<file path="src/rtl/ctf_pkg.sv">
package ctf_pkg;

   typedef enum logic [1:0] {
      OUT_HOLD = 2'd0,
      OUT_DATA = 2'd1,
      OUT_ZERO = 2'd2
   } ctf_out_e;

   function automatic int nominal_of(input int depth, input int pct);
      return (depth * pct) / 100;
   endfunction

endpackage

</file>
<file path="src/rtl/ctf_store.sv">
module ctf_store #(
   parameter int DW = 16,
   parameter int AW = 6
) (
   input  logic          clk,
   input  logic          we,
   input  logic [AW-1:0] waddr,
   input  logic [DW-1:0] wdata,
   input  logic [AW-1:0] raddr,
   output logic [DW-1:0] rdata
);
   localparam int DEPTH = 1 << AW;

   logic [DW-1:0] mem_q [DEPTH];

   always_ff @(posedge clk) begin
      if (we) mem_q[waddr] <= wdata;
   end

   assign rdata = mem_q[raddr];
endmodule

</file>
<file path="src/rtl/ctf_ptrs.sv">
module ctf_ptrs #(
   parameter int AW = 6
) (
   input  logic          clk,
   input  logic          rst,
   input  logic          push,
   input  logic          pop,
   output logic [AW-1:0] waddr,
   output logic [AW-1:0] raddr,
   output logic [AW:0]   fill,
   output logic          full,
   output logic          empty
);
   logic [AW:0] wr_q, rd_q;

   always_ff @(posedge clk) begin
      if (rst) begin
         wr_q <= '0;
         rd_q <= '0;
      end else begin
         if (push) wr_q <= wr_q + 1'b1;
         if (pop)  rd_q <= rd_q + 1'b1;
      end
   end

   assign waddr = wr_q[AW-1:0];
   assign raddr = rd_q[AW-1:0];
   assign fill  = wr_q - rd_q;
   assign empty = (wr_q == rd_q);
   assign full  = (wr_q[AW] != rd_q[AW]) && (wr_q[AW-1:0] == rd_q[AW-1:0]);
endmodule

</file>
<file path="src/rtl/ctf_deficit.sv">
module ctf_deficit #(
   parameter int DEFW = 16
) (
   input  logic            clk,
   input  logic            rst,
   input  logic            inc,
   input  logic            dec,
   output logic [DEFW-1:0] cnt,
   output logic            nz
);
   localparam logic [DEFW-1:0] CMAX = '1;

   logic inc_eff;
   assign inc_eff = inc && (cnt != CMAX);

   always_ff @(posedge clk) begin
      if (rst)                  cnt <= '0;
      else if (inc_eff && !dec) cnt <= cnt + 1'b1;
      else if (dec && !inc_eff) cnt <= cnt - 1'b1;
   end

   assign nz = (cnt != '0);
endmodule

</file>
<file path="src/rtl/ctf_satcnt.sv">
module ctf_satcnt #(
   parameter int W   = 32,
   parameter bit SAT = 1'b1
) (
   input  logic         clk,
   input  logic         rst,
   input  logic         inc,
   output logic [W-1:0] cnt
);
   logic [W-1:0] nxt;

   generate
      if (SAT) begin : g_sat
         assign nxt = (cnt == '1) ? cnt : cnt + 1'b1;
      end else begin : g_wrap
         assign nxt = cnt + 1'b1;
      end
   endgenerate

   always_ff @(posedge clk) begin
      if (rst)      cnt <= '0;
      else if (inc) cnt <= nxt;
   end
endmodule

</file>
<file path="src/rtl/coherent_tx_fifo.sv">
module coherent_tx_fifo #(
   parameter int DW        = 16,
   parameter int AW        = 6,
   parameter int DEFW      = 16,
   parameter int ZW        = 32,
   parameter int NOM_PCT   = 85,
   parameter bit TOTAL_SAT = 1'b1
) (
   input  logic              clk,
   input  logic              rst,
   input  logic              start,
   input  logic              consume_en,
   input  logic              in_valid,
   output logic              in_ready,
   input  logic [DW-1:0]     in_data,
   output logic [DW-1:0]     out_data,
   output logic              out_zero,
   output logic              streaming,
   output logic [AW:0]       fill_level,
   input  logic              nominal_we,
   input  logic [AW:0]       nominal_in,
   output logic [AW+1:0]     level_err,
   output logic [DEFW-1:0]   deficit,
   output logic              underflow_flag,
   input  logic              underflow_clr,
   output logic [ZW-1:0]     zero_total
);
   import ctf_pkg::*;

   localparam int DEPTH   = 1 << AW;
   localparam int NOM_DEF = nominal_of(DEPTH, NOM_PCT);

   generate
      if (DW < 1) begin : g_bad_dw
         $error("coherent_tx_fifo: DW must be at least 1");
      end
      if (AW < 1 || AW > 12) begin : g_bad_aw
         $error("coherent_tx_fifo: AW must lie in 1..12");
      end
      if (DEFW < 1 || DEFW > 32) begin : g_bad_defw
         $error("coherent_tx_fifo: DEFW must lie in 1..32");
      end
      if (ZW < 1 || ZW > 64) begin : g_bad_zw
         $error("coherent_tx_fifo: ZW must lie in 1..64");
      end
      if (NOM_PCT < 0 || NOM_PCT > 100) begin : g_bad_pct
         $error("coherent_tx_fifo: NOM_PCT must lie in 0..100");
      end
   endgenerate

   logic          running_q;
   logic [DW-1:0] out_q;
   logic          zero_q;
   logic          flag_q;
   logic [AW:0]   nominal_q;

   logic          consume, empty, full, def_nz;
   logic          accept, drop, store;
   logic [AW-1:0] waddr, raddr;
   logic [DW-1:0] rdata;
   ctf_out_e      outcome;

   assign consume  = running_q && consume_en;
   assign in_ready = def_nz || !full;
   assign accept   = in_valid && in_ready;
   assign drop     = accept && def_nz;
   assign store    = accept && !def_nz;

   always_comb begin
      if (!consume)   outcome = OUT_HOLD;
      else if (empty) outcome = OUT_ZERO;
      else            outcome = OUT_DATA;
   end

   ctf_ptrs #(.AW(AW)) u_ptrs (
      .clk   (clk),
      .rst   (rst),
      .push  (store),
      .pop   (outcome == OUT_DATA),
      .waddr (waddr),
      .raddr (raddr),
      .fill  (fill_level),
      .full  (full),
      .empty (empty)
   );

   ctf_store #(.DW(DW), .AW(AW)) u_store (
      .clk   (clk),
      .we    (store),
      .waddr (waddr),
      .wdata (in_data),
      .raddr (raddr),
      .rdata (rdata)
   );

   ctf_deficit #(.DEFW(DEFW)) u_deficit (
      .clk (clk),
      .rst (rst),
      .inc (outcome == OUT_ZERO),
      .dec (drop),
      .cnt (deficit),
      .nz  (def_nz)
   );

   ctf_satcnt #(.W(ZW), .SAT(TOTAL_SAT)) u_total (
      .clk (clk),
      .rst (rst),
      .inc (outcome == OUT_ZERO),
      .cnt (zero_total)
   );

   always_ff @(posedge clk) begin
      if (rst) begin
         running_q <= 1'b0;
         out_q     <= '0;
         zero_q    <= 1'b0;
         flag_q    <= 1'b0;
         nominal_q <= NOM_DEF[AW:0];
      end else begin
         if (start) running_q <= 1'b1;
         case (outcome)
            OUT_DATA: begin
               out_q  <= rdata;
               zero_q <= 1'b0;
            end
            OUT_ZERO: begin
               out_q  <= '0;
               zero_q <= 1'b1;
            end
            default: ;
         endcase
         if (outcome == OUT_ZERO) flag_q <= 1'b1;
         else if (underflow_clr)  flag_q <= 1'b0;
         if (nominal_we) nominal_q <= nominal_in;
      end
   end

   assign out_data       = out_q;
   assign out_zero       = zero_q;
   assign streaming      = running_q;
   assign underflow_flag = flag_q;
   assign level_err      = $signed({1'b0, fill_level}) - $signed({1'b0, nominal_q});
endmodule

</file>
<file path="config.mk">
export PLATFORM = sky130hd
export DESIGN_NAME = coherent_tx_fifo
export DESIGN_NICKNAME = d
export VERILOG_FILES = /design/src/rtl/ctf_pkg.sv /design/src/rtl/ctf_store.sv /design/src/rtl/ctf_ptrs.sv /design/src/rtl/ctf_deficit.sv /design/src/rtl/ctf_satcnt.sv /design/src/rtl/coherent_tx_fifo.sv
export SDC_FILE = /design/constraint.sdc
export NUM_CORES = 1
export LEC_CHECK = 0
export BUFFER_PORTS_ARGS = -buffer_cell sky130_fd_sc_hd__buf_2
export CAP_MARGIN = 30
export CORE_MARGIN = 5
export CORE_UTILIZATION = 40
export CTS_CLUSTER_SIZE = 16
export DETAILED_ROUTE_END_ITERATION = 12
export PLACE_DENSITY_LB_ADDON = 0.3
export SLEW_MARGIN = 20
export SYNTH_ARGS = -nofsm -noshare
export SYNTH_HDL_FRONTEND = slang
export SYNTH_SLANG_ARGS = --single-unit
</file>
<file path="constraint.sdc">
create_clock -name clk -period 3.9 [get_ports clk]
set_input_delay 0.195 -clock clk [delete_from_list [all_inputs] [get_ports clk]]
set_output_delay 0.195 -clock clk [all_outputs]
set_load 0.01 [all_outputs]
</file>
==> metrics, run 1 <==
Max H-tree Level=3; clock root buffer=clkbuf_16; WS Path Type=reg -> reg; Leak=16.6 nW; # rows=122; sequential share of the synthesized area=73.1%; Final Setup Violations=0; fmax=264 MHz; vias per std cell=5.57; Non-Filler Instances=4,347; number of antenna-violating nets in the routed design=0; yosys warns=0; commonest non-fill, non-tap cell in the layout=edfxtp_1; Mapped Area=0.0446 sq mm; die footprint=0.118 sq mm; RSZ-0062 raised after global routing=yes; area delta synth->final=16.3%; post-route minimum period=3.78 ns; fraction of layout cells with a size suffix above 1=22.8%; GRT Total Usage=18.8%; commonest cells after routing, fill and taps aside=1,024 x edfxtp_1, 210 x mux2i_1, 193 x nor2_1; Gate Count Post-Synth=2,489; CP max FO=6; worst skew pair latency=0.69 ns; n_diodes=0; total global routing overflow=0; fraction of registers with async set/reset=0%; Max clock buf depth=3; synth unique cells=69; GPL Wtd Cong=0.851; CP Buf/Inv Count=3; CP max stage delay=0.37 ns; RR Startpoint=u_ptrs.rd_q[2]; TritonCTS clock tree=built; # DRC=0; Tcrit/Tclk final=97.0%; final design utilization=46.9%; Max transition margin=35.8%; nets@finish=2,828; Startpoint Class=register; top_reg_cell synth=edfxtp_1; Critical Path Slowest Stage Cell=or3_1; RR Endpoint=u_deficit.cnt[14]; Final HPWL DP=69.7 mm; global-route wire length before repair=166 mm; PwrDens=505 mW/mm^2; net count after synthesis=2,555; number of global-route vias before repair=24,585; Layout Skew=0.0272 ns; Final Hold Vio Count=0; crit path DAT=4.38 ns; hold wc startpoint=in_data[4]; status=finished clean; CTS Buf Count=113; Detailed Route Iter0 Violations=2,099; critical path required time=4.49 ns; clk sink count=1,118; Hold Path End=u_store.mem_q[28][4]; Detailed Route WL=113 mm; Critical Path, Cell by Cell=inv_1 > ha_1 > and4_2 > nand4b_1 > nor2_1 > ha_2 > clkinvlp_4 > buf_12 > ha_1 > a21oi_1 > a21oi_1 > o211ai_1 > a21oi_1 > or3_1 > o221ai_1; slew at the pin closest to its max-slew limit=0.955 ns; HP Class=in -> reg; Worst VDD drop=0.434 mV; critical path capture point type=register; routed len/inst=25.9 microns; largest delay contributor family on the critical path=simple AND/OR/NAND/NOR gates; Placed Instances=4,100; register bit total from synthesis=1,118; Initial Utilization=40.3%; setup TNS=0 ns; worst hold stages=1; core footprint=0.111 sq mm; DIE WIDTH=344 microns; vias post-DR=24,195; Slew Viols, Final=0; largest net degree at the start of global routing=98; Reg clk slew, reported paths=0.06 ns; Die Span Y=344 microns; Post-synth EDFFs=1,024; Crit path top cell by count=a21oi_1; Reg2Reg Setup Slack=0.12 ns; # IOs=113; R2R depth=15; Syn Area/Cell=17.9 sq um; IO Port Bufs=112; initial antenna violation count=2; Detailed Routing Iterations Pass 1=5; max_cap viols=0
[worst max path at each step]
| stage | slack (ns) | cells after the start | endpoint | from |
|---|---|---|---|---|
| after floorplan | 0.30 | 16 | u_deficit.cnt[15] | u_ptrs.rd_q[1] |
| after global placement | 0.14 | 14 | u_deficit.cnt[15] | u_ptrs.rd_q[1] |
| after detailed placement | -0.08 | 14 | u_deficit.cnt[15] | u_ptrs.rd_q[1] |
| after CTS | 0.04 | 15 | u_deficit.cnt[14] | u_ptrs.rd_q[1] |
| after global routing | -0.02 | 15 | u_deficit.cnt[12] | u_ptrs.rd_q[2] |
| final | 0.12 | 15 | u_deficit.cnt[14] | u_ptrs.rd_q[2] |
[sequential cells by signal (all words and copies together), names as in the netlist, 7 cells and up, named ones only]
| signal | count |
|---|---|
| u_ptrs.rd_q | 7 |
| u_deficit.cnt | 16 |
| out_data | 16 |
| nominal_q | 7 |
| u_total.cnt | 32 |
| u_store.mem_q | 1024 |
| u_ptrs.wr_q | 7 |
[what timing repair did]
action,in CTS,in global routing
setup endpoints to repair,3,9
pin swaps,0,2
endpoints found under the hold margin,82,0
buffers inserted,2,4
hold buffers,29,0
resized for setup,4,8
[cells by family after synthesis]
family / count (synthesis) / share of synthesized area [%]
AOI/OAI and AO/OA: 283 / 4.24
xor gates and xnor gates: 57 / 1.14
adders and majority gates: 36 / 1.06
buffers and inverters: 160 / 1.84
DFF: 1118 / 73.1
muxes: 396 / 13.8
and+or+nand+nor: 439 / 4.80
[metrics by stage]
stage | hold WS, ns | area, sq um | total power, mW | setup slack, ns
2_1_floorplan | 0.294 | 44600 | 14.4 | 0.297
3_5_place_dp | 0.422 | 47600 | 15.0 | -0.0812
3_3_place_gp | 0.419 | 47500 | 15.0 | 0.136
5_1_grt | 0.0501 | 51900 | 27.1 | -0.0202
4_1_cts | 0.0205 | 51900 | 26.4 | 0.0404
6_report | 0.0519 | 51900 | 26.2 | 0.118
[worst register-to-register path, cell delays in order (launching register included)]
cell        delay, ns
dfxtp_1          0.36
inv_1            0.08
ha_1             0.34
and4_2           0.30
nand4b_1         0.18
nor2_1           0.17
ha_2             0.24
clkinvlp_4       0.17
buf_12           0.17
ha_1             0.31
a21oi_1          0.19
a21oi_1          0.15
o211ai_1         0.33
a21oi_1          0.15
or3_1            0.37
o221ai_1         0.17
[synth_stat cells, types with 7 or more instances]
cell type	number	share of area [%]
a21o_1	9	0.15
a21oi_1	83	0.93
a22oi_1	85	1.4
a32oi_1	13	0.26
and2_1	7	0.098
and3_1	9	0.13
and4_1	9	0.18
buf_1	14	0.12
buf_2	40	0.45
buf_4	25	0.42
buf_6	10	0.25
clkbuf_1	41	0.34
dfxtp_1	94	4.2
edfxtp_1	1024	69
ha_1	33	0.92
inv_1	28	0.24
mux2_2	9	0.23
mux2i_1	210	4.7
mux4_2	176	8.9
nand2_1	74	0.62
nand2b_1	12	0.17
nand3_1	27	0.30
nand4_1	17	0.24
nor2_1	194	1.6
nor2b_1	12	0.17
nor3_1	33	0.37
nor4_1	11	0.15
o21ai_0	12	0.13
o21ai_1	10	0.11
o22ai_1	13	0.18
o31ai_1	13	0.22
or3_1	7	0.098
xnor2_1	34	0.67
xor2_1	22	0.43
[power by group]
part           switching (mW)  internal, mW
registers              0.0991          13.2
clock network            4.54          6.84
logic                   0.980         0.636
[metal layers]
metal	track usage [%]	up-vias	wire (microns)
met3	2.80	170	6360
met2	32.2	807	56600
met4	4.68	0	2740
li1	-	10515	-
met1	25.6	12703	46900
met5	0	-	0
[layout make-up]
class                           count  area [sq um]
Clock buffer                      136          2990
Inverter                           30           116
Sequential cell                  1118         32600
Fill cell                        9349         58900
Multi-Input combinational cell   1211         11300
Tap cell                         1488          1860
Timing Repair Buffer              288          2140
Clock inverter                     76           938
Power figures use the tool's default switching activity.
==> inputs of run 2 (changes only) <==
CELL_PAD_IN_SITES_DETAIL_PLACEMENT = 2   (was default)
CELL_PAD_IN_SITES_GLOBAL_PLACEMENT = 2   (was default)
==> run 2 against run 1 <==
Compared with the run above: total power is 1.5% higher; non-clock buffer count up 2; clock-buffer cell count rose by 20; via count up 5.6%.
==> metrics, run 2 (synthesis results as in run 1) <==
status=finished clean; clock root buffer=clkbuf_16; CTS Buf Count=117; combinational fraction of design power=6.7%; initial antenna violation count=8; Tcrit/Tclk final=94.8%; top flop regs=u_store.mem_q (1024), u_total.cnt (32); clk sink count=1,118; Final Hold Vio Count=0; Final Setup Violations=0; number of antenna-violating nets in the routed design=0; crit path DAT=3.50 ns; max FFs per register=1,024; post-route minimum period=3.70 ns; fmax=271 MHz; Max clock buf depth=3; Sw Ratio=22.5%; IO Port Bufs=112; Flop pwr share=49.8%; Clk network pwr share=43.5%; GRT Total Usage=24.4%; vias per std cell=5.87; Detailed Route Iter0 Violations=2,623; vias post-DR=25,558; total global routing overflow=0; fraction of layout cells with a size suffix above 1=23.2%; HP Class=in -> reg; final setup margin=0.204 ns; CP Buf/Inv Count=3; CP max stage delay=0.44 ns; core footprint=0.111 sq mm; largest net degree at the start of global routing=65; Reg clk slew, reported paths=0.06 ns; critical path required time=3.70 ns; routed len/inst=33.2 microns; global-route wire length before repair=208 mm; # DRC=0; Pwr Total=26.6 mW; slew at the pin closest to its max-slew limit=1.01 ns; Slew Viols, Final=0; dpl ws=0.0806 ns; critical path capture point type=output pin; # IOs=113; Detailed Routing Iterations Pass 1=5; WS Path Type=reg -> out; area delta synth->final=16.5%; Layout Skew=0.0267 ns; number of global-route vias before repair=28,305; Worst VDD drop=0.358 mV; GPL Wtd Cong=0.804; switching pwr=5.99 mW; die footprint=0.118 sq mm; Critical Path, Cell by Cell=inv_1 > ha_1 > fa_1 > nor2b_1 > o21ai_0 > nand2b_1 > xor2_2 > ha_1 > inv_1 > o21bai_1 > a21oi_2 > xnor2_1 > buf_2; TritonCTS clock tree=built; max_cap viols=0; nets@finish=2,834; Leak=16.6 nW; Max H-tree Level=3; Detailed Route WL=145 mm; final design utilization=46.9%; Most flops, register=u_store.mem_q; commonest non-fill, non-tap cell in the layout=edfxtp_1; CP max FO=3; Max transition margin=32.9%; DIE WIDTH=344 microns; Final HPWL DP=90.0 mm; worst skew pair latency=0.71 ns; Die Span Y=344 microns; commonest cells after routing, fill and taps aside=1,024 x edfxtp_1, 210 x mux2i_1, 191 x nor2_1; P_int=20.7 mW; Startpoint Class=register; largest delay contributor family on the critical path=adder cells; PwrDens=512 mW/mm^2; Critical Path Slowest Stage Cell=fa_1; # rows=122; Initial Utilization=40.3%
-- run 2: what timing repair did --
| action | in CTS | in global routing |
|---|---|---|
| resized for setup | 7 | 19 |
| pin swaps | 1 | 4 |
| hold buffers | 25 | 1 |
| setup endpoints to repair | 3 | 10 |
| buffers inserted | 1 | 5 |
| endpoints found under the hold margin | 56 | 20 |
-- run 2: path summary, 6_finish.rpt --
kind,slack [ns],depth (start not counted),to,startpoint
max,0.20,13,level_err[6],u_ptrs.wr_q[0]
min,0.03,1,u_store.mem_q[13][6],in_data[6]
max reg2reg,0.20,18,u_deficit.cnt[10],u_ptrs.rd_q[4]
min reg2reg,0.50,2,underflow_flag,underflow_flag
-- run 2: area by class of cell --
type	count	area [sq um]
multi-input cells	1211	11300
clock inverters	63	722
diodes	1	2.50
well taps	1488	1860
inverters	30	113
repair buffers	290	2130
clock buffers	156	3220
fillers	10245	58800
flip-flops and latches	1118	32600
-- run 2: metal layers --
metal  global-route usage [%]  part of all wire [%]  up-vias
met2                     42.0                    51     1016
met1                     30.6                    39    13724
met5                        0                0.0090        -
met3                     4.97                   6.4      294
met4                     9.49                   4.3        2
li1                         -                     -    10522
-- run 2: worst reg2reg max path, stage by stage, from the launching register on --
cell      delay (ns)
dfxtp_1         0.40
inv_1           0.11
ha_2            0.40
and4_4          0.26
nand4b_1        0.16
nor2_1          0.14
ha_1            0.18
inv_2           0.11
buf_4           0.21
ha_2            0.41
nand2_1         0.06
o21ai_1         0.29
o211ai_1        0.13
buf_4           0.17
buf_4           0.13
buf_4           0.12
nand2_1         0.07
xnor2_1         0.14
o31ai_1         0.08
-- run 2: per-stage QoR --
stage	area (sq um)	setup TNS [ns]	cells	hold WS, ns
2_1_floorplan	44600	0	2489	0.294
3_3_place_gp	47600	0	4102	0.411
3_5_place_dp	47600	0	4104	0.427
4_1_cts	51900	0	4349	0.0130
5_1_grt	52000	-0.0203	4356	0.0225
6_report	52000	0	4357	0.0308
-- run 2: power groups by stage --
stage | Combinational, mW | Clock, mW | Sequential [mW]
floorplan | 0.933 | 0 | 13.5
global placement | 1.53 | 0 | 13.5
detailed placement | 1.65 | 0 | 13.5
CTS | 1.70 | 11.8 | 13.3
global route | 1.92 | 12.4 | 13.3
finish | 1.78 | 11.6 | 13.3
==> inputs of run 3 (changes only) <==
REMOVE_ABC_BUFFERS = 1   (was default)
==> run 3 against run 2 <==
Compared with the run above: first-iteration DRC count shrank 11%; routed wire length is 4.2% lower; core utilization is 0.33 points lower; flip-flop and latch count stayed put; sequential share of layout area grew 0.43 points; clock-buffer cell count is 5 higher; via count fell by 1.4%; maximum frequency decreased by 0.23%.
==> metrics, run 3 (synthesis results as in run 1) <==
Slew Viols, Final=0; initial antenna violation count=5; global-route wire length before repair=202 mm; FILL cells=10,298; GPL Wtd Cong=0.817; Tcrit/Tclk final=95.0%; Final HPWL DP=85.8 mm; Detailed Routing Iterations Pass 1=5; total global routing overflow=0; max_cap viols=0; Die Span Y=344 microns; worst skew pair latency=0.72 ns; clock root buffer=clkbuf_16; # DRC=0; DIE WIDTH=344 microns; fmax=270 MHz; critical path required time=4.50 ns; Max clock buf depth=3; Critical Path, Cell by Cell=inv_1 > ha_1 > and4_1 > nand4b_1 > nor2_1 > ha_1 > inv_2 > buf_4 > ha_1 > nor2_1 > or4_1 > a21o_1 > o211ai_1 > mux2_1; Crit path top cell by count=ha_1; Worst VDD drop=0.331 mV; max FFs per register=1,024; commonest non-fill, non-tap cell in the layout=edfxtp_1; post-route minimum period=3.70 ns; RSZ-0062 raised after global routing=yes; vias post-DR=25,201; commonest cells after routing, fill and taps aside=1,024 x edfxtp_1, 210 x mux2i_1, 191 x nor2_1; CP max stage delay=0.48 ns; Design Area, Final=0.0517 sq mm; largest net degree at the start of global routing=68; # rows=122; core footprint=0.111 sq mm; GRT Total Usage=23.5%; final setup margin=0.195 ns; sequential cell area=0.0326 sq mm; dpl ws=0.0526 ns; TritonCTS clock tree=built; die footprint=0.118 sq mm; Startpoint Class=register; Final Hold Vio Count=0; CP Buf/Inv Count=3; Detailed Route WL=139 mm; slew at the pin closest to its max-slew limit=0.962 ns; WS Path Type=reg -> reg; critical path capture point type=register; Critical Path Slowest Stage Cell=or4_1; IO Port Bufs=112; top flop regs=u_store.mem_q (1024), u_total.cnt (32); Max transition margin=35.9%; crit path DAT=4.30 ns; nets@finish=2,830; area delta synth->final=15.7%; fraction of layout cells with a size suffix above 1=22.2%; multi-input combinational cell area=0.0113 sq mm; placed cell areas=0.0477 sq mm; Layout Skew=0.0278 ns; Reg clk slew, reported paths=0.06 ns; number of global-route vias before repair=27,914; Initial Utilization=40.3%; CP max FO=10; Pwr Total=25.8 mW; status=finished clean; Most flops, register=u_store.mem_q; HP Class=in -> reg; Detailed Route Iter0 Violations=2,338; Reg2Reg Setup Slack=0.20 ns; Leak=16.5 nW; CTS Buf Count=117; clk sink count=1,118; PwrDens=500 mW/mm^2; routed len/inst=31.9 microns; Max H-tree Level=3; # IOs=113; vias per std cell=5.79; number of antenna-violating nets in the routed design=0; Final Setup Violations=0; largest delay contributor family on the critical path=simple AND/OR/NAND/NOR gates; n_diodes=0
-- run 3: cell types whose count changed in the layout (fill, tap and decap cells not counted), moves of 4 or more --
cell       before  now
clkbuf_1       28   37
clkbuf_8        8    4
ha_1           27   31
clkinv_2       13   18
bufinv_16      16    7
-- run 3: area by class of cell --
class | instances | share of cell area [%]
Inverter | 30 | 0.220
Multi-Input combinational cell | 1211 | 21.8
Clock buffer | 161 | 6.19
Clock inverter | 56 | 0.983
Sequential cell | 1118 | 63.2
Tap cell | 1488 | 3.60
Timing Repair Buffer | 286 | 4.03
-- run 3: final timing paths --
kind                                      from              endpoint  depth (start not counted)
worst max register to register  u_ptrs.rd_q[4]     u_deficit.cnt[15]                         14
worst min-delay path                in_data[8]  u_store.mem_q[45][8]                          1
worst max-delay path            u_ptrs.rd_q[4]     u_deficit.cnt[15]                         14
worst min register to register  underflow_flag        underflow_flag                          2
-- run 3: stage by stage --
step / hold WS (ns) / util (%) / cells / TNS [ns]
floorplan: 0.264 / - / 2359 / -127.69
global placement: 0.423 / 43.0 / 4105 / 0
detailed placement: 0.426 / 43.0 / 4107 / 0
CTS: 0.0238 / 46.6 / 4349 / 0
global route: 0.0402 / 46.6 / 4350 / -0.0124
finish: 0.0553 / 46.6 / 4350 / 0
-- run 3: timing repair --
action	CTS	global route
hold endpoints to repair	75	0
setup buffers	0	0
hold buffers	25	0
setup endpoints to repair	0	5
resized for setup	0	6
-- run 3: layer usage --
| layer | global-route usage (%) | share of wire [%] | up-vias |
|---|---|---|---|
| met2 | 40.1 | 50 | 920 |
| met3 | 3.67 | 5.5 | 228 |
| met5 | 0 | 0 | - |
| met4 | 8.18 | 3.8 | 0 |
| met1 | 30.8 | 40 | 13535 |
| li1 | - | - | 10518 |
-- run 3: where the power goes --
| group | switching (mW) | internal, mW |
|---|---|---|
| Combinational | 1.02 | 0.609 |
| Sequential | 0.108 | 13.2 |
| Clock | 4.76 | 6.18 |
